[config.mk]
export PLATFORM = sky130hd
export DESIGN_NAME = rgb_ycc_csc
export DESIGN_NICKNAME = d
export VERILOG_FILES = /design/src/rtl/csc_pkg.sv /design/src/rtl/csc_delay_line.sv /design/src/rtl/csc_cfg_regs.sv /design/src/rtl/csc_row_mac.sv /design/src/rtl/rgb_ycc_csc.sv
export SDC_FILE = /design/constraint.sdc
export NUM_CORES = 2
export LEC_CHECK = 0
export ABC_AREA = 1
export BUFFER_PORTS_ARGS = -buffer_cell sky130_fd_sc_hd__buf_4
export CAP_MARGIN = 15
export CORE_UTILIZATION = 45
export CTS_CLUSTER_SIZE = 12
export DETAILED_ROUTE_END_ITERATION = 8
export GPL_ROUTABILITY_DRIVEN = 0
export PLACE_DENSITY = 0.7
export SLEW_MARGIN = 20
export SYNTH_ARGS = -nofsm -noshare
export SYNTH_HDL_FRONTEND = slang
export SYNTH_HIERARCHICAL = 1
export SYNTH_SLANG_ARGS = --single-unit
[constraint.sdc]
create_clock -name clk -period 11.5 [get_ports clk]
set_clock_uncertainty 0.15 [all_clocks]
set_input_delay 0.575 -clock clk [delete_from_list [all_inputs] [get_ports clk]]
set_output_delay 0.575 -clock clk [all_outputs]
set_load 0.02 [all_outputs]
[src/rtl/csc_pkg.sv]
package csc_pkg;
  // Three weighted inputs plus one offset per output row.
  localparam int CSC_ROWS       = 3;
  localparam int CSC_INPUTS     = 3;
  localparam int CSC_TERMS      = CSC_INPUTS + 1;
  localparam int CSC_WORD_BYTES = 2;
  localparam int CSC_LATENCY    = 3;

  typedef struct packed {
    logic vld;
    logic hs;
    logic vs;
    logic de;
  } csc_side_t;

  localparam int CSC_SIDE_W = $bits(csc_side_t);
endpackage

[src/rtl/csc_delay_line.sv]
module csc_delay_line #(
  parameter int WIDTH = 8,
  parameter int DEPTH = 2
) (
  input  logic             clk,
  input  logic             rst,
  input  logic [WIDTH-1:0] d_i,
  output logic [WIDTH-1:0] q_o
);
  logic [DEPTH-1:0][WIDTH-1:0] stage_q;

  always_ff @(posedge clk) begin
    if (rst) begin
      stage_q <= '0;
    end else begin
      stage_q[0] <= d_i;
      for (int s = 1; s < DEPTH; s++) begin
        stage_q[s] <= stage_q[s-1];
      end
    end
  end

  assign q_o = stage_q[DEPTH-1];
endmodule

[src/rtl/csc_cfg_regs.sv]
module csc_cfg_regs import csc_pkg::*; #(
  parameter int SIGN_POS = 12,
  parameter int ADDR_W   = 5
) (
  input  logic                                     clk,
  input  logic                                     rst,
  input  logic                                     we_i,
  input  logic [ADDR_W-1:0]                        addr_i,
  input  logic [7:0]                               wdata_i,
  output logic [CSC_ROWS*CSC_TERMS*(SIGN_POS+1)-1:0] words_o,
  output logic                                     conv_en_o,
  output logic                                     swap_off_o
);
  localparam int SM_W      = SIGN_POS + 1;
  localparam int NUM_WORDS = CSC_ROWS * CSC_TERMS;
  localparam int NUM_BYTES = NUM_WORDS * CSC_WORD_BYTES;
  localparam int CTRL_ADDR = NUM_BYTES;

  // Only the sign and magnitude bits are kept; upper word bits are dropped.
  logic [NUM_WORDS-1:0][SM_W-1:0] word_q;
  logic [ADDR_W-2:0]              word_idx;
  logic                           byte_low;
  logic                           coef_hit;
  logic                           ctrl_hit;

  assign word_idx = addr_i[ADDR_W-1:1];
  assign byte_low = addr_i[0];
  assign coef_hit = we_i && (int'(addr_i) < NUM_BYTES);
  assign ctrl_hit = we_i && (int'(addr_i) == CTRL_ADDR);

  always_ff @(posedge clk) begin
    if (rst) begin
      word_q <= '0;
    end else if (coef_hit) begin
      if (byte_low) word_q[word_idx][7:0]      <= wdata_i;
      else          word_q[word_idx][SM_W-1:8] <= wdata_i[SM_W-9:0];
    end
  end

  always_ff @(posedge clk) begin
    if (rst) begin
      conv_en_o  <= 1'b0;
      swap_off_o <= 1'b1;
    end else if (ctrl_hit) begin
      conv_en_o  <= wdata_i[0];
      swap_off_o <= wdata_i[1];
    end
  end

  for (genvar w = 0; w < NUM_WORDS; w++) begin : g_word
    assign words_o[w*SM_W +: SM_W] = word_q[w];
  end
endmodule

[src/rtl/csc_row_mac.sv]
module csc_row_mac import csc_pkg::*; #(
  parameter int DATA_W    = 8,
  parameter int FRAC_BITS = 10,
  parameter int SIGN_POS  = 12
) (
  input  logic                               clk,
  input  logic                               rst,
  input  logic [CSC_INPUTS*DATA_W-1:0]       pix_i,
  input  logic [CSC_TERMS*(SIGN_POS+1)-1:0]  row_coef_i,
  output logic [DATA_W-1:0]                  res_o
);
  localparam int SM_W  = SIGN_POS + 1;
  localparam int MAG_W = SIGN_POS;
  localparam int WIDE  = (FRAC_BITS > DATA_W) ? FRAC_BITS : DATA_W;
  localparam int ACC_W = MAG_W + WIDE + 4;
  localparam logic signed [ACC_W-1:0] ROUND_HALF = ACC_W'(1) <<< (FRAC_BITS - 1);
  localparam logic signed [ACC_W-1:0] PIX_MAX    = ACC_W'((1 << DATA_W) - 1);

  logic signed [ACC_W-1:0] term_d [CSC_TERMS];
  logic signed [ACC_W-1:0] term_q [CSC_TERMS];
  logic signed [ACC_W-1:0] acc_q;
  logic signed [ACC_W-1:0] whole;

  for (genvar k = 0; k < CSC_TERMS; k++) begin : g_term
    logic [MAG_W-1:0] mag;
    logic             neg;
    logic [ACC_W-1:0] mag_scaled;

    assign mag = row_coef_i[k*SM_W +: MAG_W];
    assign neg = row_coef_i[k*SM_W + SIGN_POS];

    if (k < CSC_INPUTS) begin : g_weight
      assign mag_scaled = ACC_W'(mag) * ACC_W'(pix_i[k*DATA_W +: DATA_W]);
    end else begin : g_offset
      assign mag_scaled = ACC_W'(mag) << FRAC_BITS;
    end

    assign term_d[k] = neg ? -$signed(mag_scaled) : $signed(mag_scaled);
  end

  // Stage 1: signed products and offset.
  always_ff @(posedge clk) begin
    if (rst) begin
      for (int k = 0; k < CSC_TERMS; k++) term_q[k] <= '0;
    end else begin
      for (int k = 0; k < CSC_TERMS; k++) term_q[k] <= term_d[k];
    end
  end

  // Stage 2: sum with rounding bias.
  always_ff @(posedge clk) begin
    if (rst) acc_q <= '0;
    else     acc_q <= term_q[0] + term_q[1] + term_q[2] + term_q[3] + ROUND_HALF;
  end

  assign whole = acc_q >>> FRAC_BITS;

  always_comb begin
    if (whole < 0)            res_o = '0;
    else if (whole > PIX_MAX) res_o = '1;
    else                      res_o = whole[DATA_W-1:0];
  end
endmodule

[src/rtl/rgb_ycc_csc.sv]
module rgb_ycc_csc import csc_pkg::*; #(
  parameter int DATA_W     = 8,
  parameter int FRAC_BITS  = 10,
  parameter int SIGN_POS   = 12,
  parameter int CFG_ADDR_W = 5
) (
  input  logic                  clk,
  input  logic                  rst,
  input  logic                  cfg_we,
  input  logic [CFG_ADDR_W-1:0] cfg_addr,
  input  logic [7:0]            cfg_wdata,
  input  logic                  pix_vld_i,
  input  logic                  pix_hs_i,
  input  logic                  pix_vs_i,
  input  logic                  pix_de_i,
  input  logic [DATA_W-1:0]     pix_g_i,
  input  logic [DATA_W-1:0]     pix_r_i,
  input  logic [DATA_W-1:0]     pix_b_i,
  output logic                  pix_vld_o,
  output logic                  pix_hs_o,
  output logic                  pix_vs_o,
  output logic                  pix_de_o,
  output logic [DATA_W-1:0]     pix_c0_o,
  output logic [DATA_W-1:0]     pix_c1_o,
  output logic [DATA_W-1:0]     pix_c2_o
);
  localparam int SM_W          = SIGN_POS + 1;
  localparam int ROW_COEF_W    = CSC_TERMS * SM_W;
  localparam int PIX_W         = CSC_INPUTS * DATA_W;
  localparam int BYP_W         = PIX_W + 2;
  localparam int CFG_CTRL_ADDR = CSC_ROWS * CSC_TERMS * CSC_WORD_BYTES;

  logic [CSC_ROWS*ROW_COEF_W-1:0]       coef_all;
  logic                                 ctrl_en;
  logic                                 ctrl_swap_off;
  logic [PIX_W-1:0]                     pix_in;
  logic [CSC_ROWS-1:0][DATA_W-1:0]      row_res;
  logic [BYP_W-1:0]                     byp_d;
  logic [BYP_W-1:0]                     byp_q;
  csc_side_t                            side_d;
  csc_side_t                            side_q;

  csc_cfg_regs #(
    .SIGN_POS (SIGN_POS),
    .ADDR_W   (CFG_ADDR_W)
  ) u_cfg (
    .clk        (clk),
    .rst        (rst),
    .we_i       (cfg_we),
    .addr_i     (cfg_addr),
    .wdata_i    (cfg_wdata),
    .words_o    (coef_all),
    .conv_en_o  (ctrl_en),
    .swap_off_o (ctrl_swap_off)
  );

  // Term order inside a row: green, red, blue.
  assign pix_in = {pix_b_i, pix_r_i, pix_g_i};

  for (genvar r = 0; r < CSC_ROWS; r++) begin : g_row
    csc_row_mac #(
      .DATA_W    (DATA_W),
      .FRAC_BITS (FRAC_BITS),
      .SIGN_POS  (SIGN_POS)
    ) u_mac (
      .clk        (clk),
      .rst        (rst),
      .pix_i      (pix_in),
      .row_coef_i (coef_all[r*ROW_COEF_W +: ROW_COEF_W]),
      .res_o      (row_res[r])
    );
  end

  // Control and raw pixel travel beside the matrix for the output stage.
  assign byp_d = {ctrl_en, ctrl_swap_off, pix_r_i, pix_g_i, pix_b_i};

  csc_delay_line #(
    .WIDTH (BYP_W),
    .DEPTH (CSC_LATENCY - 1)
  ) u_byp_dly (
    .clk (clk),
    .rst (rst),
    .d_i (byp_d),
    .q_o (byp_q)
  );

  assign side_d = '{vld: pix_vld_i, hs: pix_hs_i, vs: pix_vs_i, de: pix_de_i};

  csc_delay_line #(
    .WIDTH (CSC_SIDE_W),
    .DEPTH (CSC_LATENCY)
  ) u_side_dly (
    .clk (clk),
    .rst (rst),
    .d_i (side_d),
    .q_o (side_q)
  );

  assign pix_vld_o = side_q.vld;
  assign pix_hs_o  = side_q.hs;
  assign pix_vs_o  = side_q.vs;
  assign pix_de_o  = side_q.de;

  // Stage 3: select, optional exchange, register.
  logic              en_d;
  logic              swap_off_d;
  logic [DATA_W-1:0] raw_r;
  logic [DATA_W-1:0] raw_g;
  logic [DATA_W-1:0] raw_b;
  logic [DATA_W-1:0] sel0;
  logic [DATA_W-1:0] sel1;
  logic [DATA_W-1:0] sel2;
  logic [DATA_W-1:0] fin0;
  logic [DATA_W-1:0] fin2;

  assign {en_d, swap_off_d, raw_r, raw_g, raw_b} = byp_q;

  always_comb begin
    if (en_d) begin
      sel0 = row_res[0];
      sel1 = row_res[1];
      sel2 = row_res[2];
    end else begin
      sel0 = raw_r;
      sel1 = raw_g;
      sel2 = raw_b;
    end
    fin0 = swap_off_d ? sel0 : sel2;
    fin2 = swap_off_d ? sel2 : sel0;
  end

  always_ff @(posedge clk) begin
    if (rst) begin
      pix_c0_o <= '0;
      pix_c1_o <= '0;
      pix_c2_o <= '0;
    end else begin
      pix_c0_o <= fin0;
      pix_c1_o <= sel1;
      pix_c2_o <= fin2;
    end
  end
endmodule

==> reports/summary.md <==
Setup repair after global routing left no endpoint under its margin. For this run, the number of Yosys warnings is 6. The top cell type by area accounts for 20.77% of the synthesized area. In this run the core area contains 137 standard-cell rows.

Relative to the synthesized area, the layout overhead comes to 5.582%. In the final timing run, aggregate negative setup slack is 0 ns. The clock network is responsible for 42.8% of the overall power. Dividing the detail-routed wire length by the instance count gives 15.15 um. The number of flops mapped to enable cells by yosys works out to 0. For this run, the leading register cell type out of synthesis is sky130_fd_sc_hd__dfxtp_1. Initial antenna violation count: 4.

For this run, the total global-route usage over all layers was measured as 23.97%. The logs give 0.06361 mm^2 for the cell area after synthesis and 20.34% for the normalized max-slew margin. The logs give 16.2% for the combinational share of power and 3 for the CTS H-tree depth. The data arrival at the endpoint of the critical path is 5.75 ns. Summed over all nets, the switching power comes to 1538 uW.

The post-detailed-routing wire length was 168600 um. The logs give 3547 uW for the internal power component and 53730 for the number of global-route vias before repair. Critical path endpoint category: a flip-flop. The run finished with clean final reports. The first-iteration detailed-routing DRC count was 3935. Of the available clock period, the critical path in the final layout requires 46.60%.

The logs give 45.48% for the initial core utilization and 0.00008505 V for the worst IR drop on VDD. The number of distinct standard cells referenced by the synthesized netlist was 57. Clock latency on the worst-skew pair, taken at its later pin, is 0.67 ns. The area of the core is 0.1399 mm^2, and the die extent in x is 378.0 um. Per report_power, the sequential group accounts for 41.0% of the total.

After synthesis, flip-flops and latches occupy 18.13% of the total area. The switching portion of total power is 30.25%, and the setup-violating endpoint count in the final report is 0. For the number of max-cap violations, the log shows 0. The maximum clock frequency is 0.1866 GHz, and the post-synthesis register bit count is 576. The average instance area after synthesis was 6.782 um^2.

In this run the most critical hold path is launched from cfg_wdata[6]. Total CTS buffers: 67. For the number of hold violations in the final report, the log shows 0. The tools report the kind of launch point of the worst setup path as a flip-flop. The slew at the pin closest to its max-slew limit works out to 1.191 ns.

The die covers 0.1429 mm^2. The biggest fanout along the worst timing path is 9, and the detailed placer's ending HPWL is 130300 um. Entering global routing, the biggest net connects 94 pins. The post-route netlist has 4.087% of its cells at a drive strength greater than 1. After global routing the overflow that remains totals 0. The tools report the number of buffers on the longest clock path as 3.

The largest area contributor in the netlist is sky130_fd_sc_hd__fa_1. The async set-or-reset flop fraction in the synthesized netlist came out at 0%. I/O pin count: 72. The net count of the finished layout is 10440. Synthesis produced a netlist with a net count of 10610. The logs give 48.02% for the final standard cell utilization of the core and 11000 for the number of instances in the placed design. Remaining number of nets flagged by the antenna check after routing: 0. The routed via count divided by cell count is 4.950, and the sink count of the clock tree is 576. After technology mapping, the gate count stands at 9379. TritonCTS built the clock tree.

The ratio of total power to cell area is 75.72 mW/mm^2, and the leakage dissipation is 0.04133 uW. The post-route minimum period is 5.359 ns. For this run, the number of standard cells in the final layout without fillers is 11130.

Root cell of the clock tree: sky130_fd_sc_hd__clkbuf_16. The final route contains 55070 vias. The tools report the launching element of the worst setup path as u_cfg/words_o[16].

The total count of max-transition violations in the final report was 0. At the worst endpoint, the required time is 11.89 ns. After clock tree synthesis, the clock-pin slew on the worst setup and hold paths is 0.06 ns. Sorting the synthesized cells by area gives the leading types as sky130_fd_sc_hd__fa_1, sky130_fd_sc_hd__dfxtp_1, sky130_fd_sc_hd__nand2_1. The min-delay analysis places its worst path in the category in2reg. During placement, the flow inserted port buffers numbering 71. The number of remaining DRC errors is 0. Vertical die dimension: 378.0 um.

The worst setup path is of the reg2reg kind. The number of detailed-route iterations in the first pass was 6. Global-route wire length before repair: 275000 um.

In this run the critical register-to-register path is launched from u_cfg/words_o[16].
-- what timing repair did --
item                                   in CTS  in global routing
setup buffers                               0                  0
hold buffers                                4                  0
endpoints found under the hold margin       4                  0
gates resized for setup                     0                  0
-- path summary, 6_finish.rpt --
path	to	slack, ns	cells after the start
worst max-delay path	g_row[0].u_mac/term_q[1][24]	6.14	18
worst min register to register	u_byp_dly/q_o[21]	0.25	2
worst min-delay path	u_cfg/words_o[6]	0.19	3
worst max register to register	g_row[0].u_mac/term_q[1][24]	6.14	18
-- registers in the layout, indices dropped and copies added, names as in the netlist --
| name | count |
|---|---|
| u_side_dly/q_o | 4 |
| u_cfg/words_o | 156 |
| u_side_dly/stage_q | 8 |
| pix_c2_o | 8 |
| pix_c0_o | 8 |
| g_row.u_mac/term_q | 282 |
| u_byp_dly/q_o | 26 |
| pix_c1_o | 8 |
| g_row.u_mac/acc_q | 48 |
| u_cfg/swap_off_o | 1 |
| u_cfg/conv_en_o | 1 |
| u_byp_dly/stage_q | 26 |
-- layout make-up --
class	count	area [um^2]
Antenna cell	1	2.502
Clock buffer	90	1843
Clock inverter	26	359.1
Fill cell	13920	72710
Inverter	2417	9082
Multi-Input combinational cell	6047	41270
Sequential cell	576	11530
Tap cell	1876	2347
Timing Repair Buffer	93	728.2
-- worst max-delay path, stage by stage, from the launching register on --
cell,delay [ns]
sky130_fd_sc_hd__dfxtp_1,0.58
sky130_fd_sc_hd__nand2_1,0.14
sky130_fd_sc_hd__fa_1,0.52
sky130_fd_sc_hd__fa_1,0.50
sky130_fd_sc_hd__inv_1,0.06
sky130_fd_sc_hd__fa_1,0.53
sky130_fd_sc_hd__inv_1,0.06
sky130_fd_sc_hd__fa_1,0.53
sky130_fd_sc_hd__inv_1,0.04
sky130_fd_sc_hd__ha_1,0.36
sky130_fd_sc_hd__nand2_1,0.13
sky130_fd_sc_hd__nor2_1,0.17
sky130_fd_sc_hd__nand3_1,0.14
sky130_fd_sc_hd__nand3_1,0.14
sky130_fd_sc_hd__a21oi_1,0.10
sky130_fd_sc_hd__xnor2_1,0.49
sky130_fd_sc_hd__nand3_1,0.26
sky130_fd_sc_hd__o21ai_2,0.28
sky130_fd_sc_hd__inv_1,0.06
-- power groups by stage --
| stage | clock network [uW] | logic (uW) | registers (uW) |
|---|---|---|---|
| after global routing | 2300 | 922 | 2090 |
| after CTS | 2230 | 817 | 2080 |
| after floorplan | 0 | 593 | 2100 |
| final | 2180 | 824 | 2080 |
| after global placement | 0 | 793 | 2130 |
| after detailed placement | 0 | 810 | 2130 |
-- Yosys cell counts (all sizes together), types with 8 or more instances --
cell type / instances
fa: 660
inv: 2410
a31oi: 28
nand3: 500
a21oi: 409
a21boi: 8
nand2: 2491
ha: 531
nand4: 61
xor2: 10
a21o: 15
o21bai: 12
o21ai: 225
nand3b: 31
nor2: 844
and3: 11
clkbuf: 242
buf: 96
xnor2: 33
o21a: 27
nor4: 9
nor3: 107
and2: 11
dfxtp: 576
-- metrics by stage --
stage / hold WS (ns) / instance area, um^2 / power, uW / worst slack [ns]
after floorplan: 0.2383 / 63610 / 2698 / 6.600
after global placement: 0.2396 / 64880 / 2919 / 5.835
after detailed placement: 0.2445 / 64890 / 2936 / 5.764
after CTS: 0.1491 / 67130 / 5127 / 6.275
after global routing: 0.1866 / 67160 / 5312 / 5.932
final: 0.1901 / 67160 / 5086 / 6.141
-- metal layers --
| layer | wire length (um) | GRT usage (%) | up-vias |
|---|---|---|---|
| met2 | 78430 | 40.51 | 1701 |
| met3 | 11160 | 3.406 | 304 |
| met5 | 56 | 0 | - |
| met4 | 6491 | 9.526 | 8 |
| met1 | 72460 | 30.68 | 25720 |
| li1 | - | - | 27340 |
-- cells in the final DEF (no fill, tap or decap), types with 11 or more instances in the layout --
master,instances
sky130_fd_sc_hd__a21o_1,15
sky130_fd_sc_hd__a21oi_1,408
sky130_fd_sc_hd__a31oi_1,28
sky130_fd_sc_hd__and2_1,11
sky130_fd_sc_hd__and3_1,11
sky130_fd_sc_hd__buf_4,88
sky130_fd_sc_hd__clkbuf_1,15
sky130_fd_sc_hd__clkbuf_16,67
sky130_fd_sc_hd__dfxtp_1,576
sky130_fd_sc_hd__fa_1,660
sky130_fd_sc_hd__ha_1,531
sky130_fd_sc_hd__inv_1,2389
sky130_fd_sc_hd__inv_2,18
sky130_fd_sc_hd__nand2_1,2424
sky130_fd_sc_hd__nand2_2,62
sky130_fd_sc_hd__nand3_1,469
sky130_fd_sc_hd__nand3_2,29
sky130_fd_sc_hd__nand3b_1,30
sky130_fd_sc_hd__nand4_1,59
sky130_fd_sc_hd__nor2_1,796
sky130_fd_sc_hd__nor2_2,30
sky130_fd_sc_hd__nor2_4,17
sky130_fd_sc_hd__nor3_1,105
sky130_fd_sc_hd__o21a_1,27
sky130_fd_sc_hd__o21ai_0,214
sky130_fd_sc_hd__o21bai_1,12
sky130_fd_sc_hd__xnor2_1,31
-- cells by family (layout without fill, tap and decap cells) --
kind of cell	count (synthesis)	after routing	share of synthesized area [%]
adder cells (fa/ha/maj)	1191	1191	31.21
AND/OR/NAND/NOR	4080	4080	26.86
other	0	1	0
buffers and inverters	2756	2626	17.02
XOR/XNOR	43	43	0.6156
AO/OA/AOI/OAI	733	733	6.162
flip-flops	576	576	18.13
Note: power is estimated with default switching activity, not from simulation.
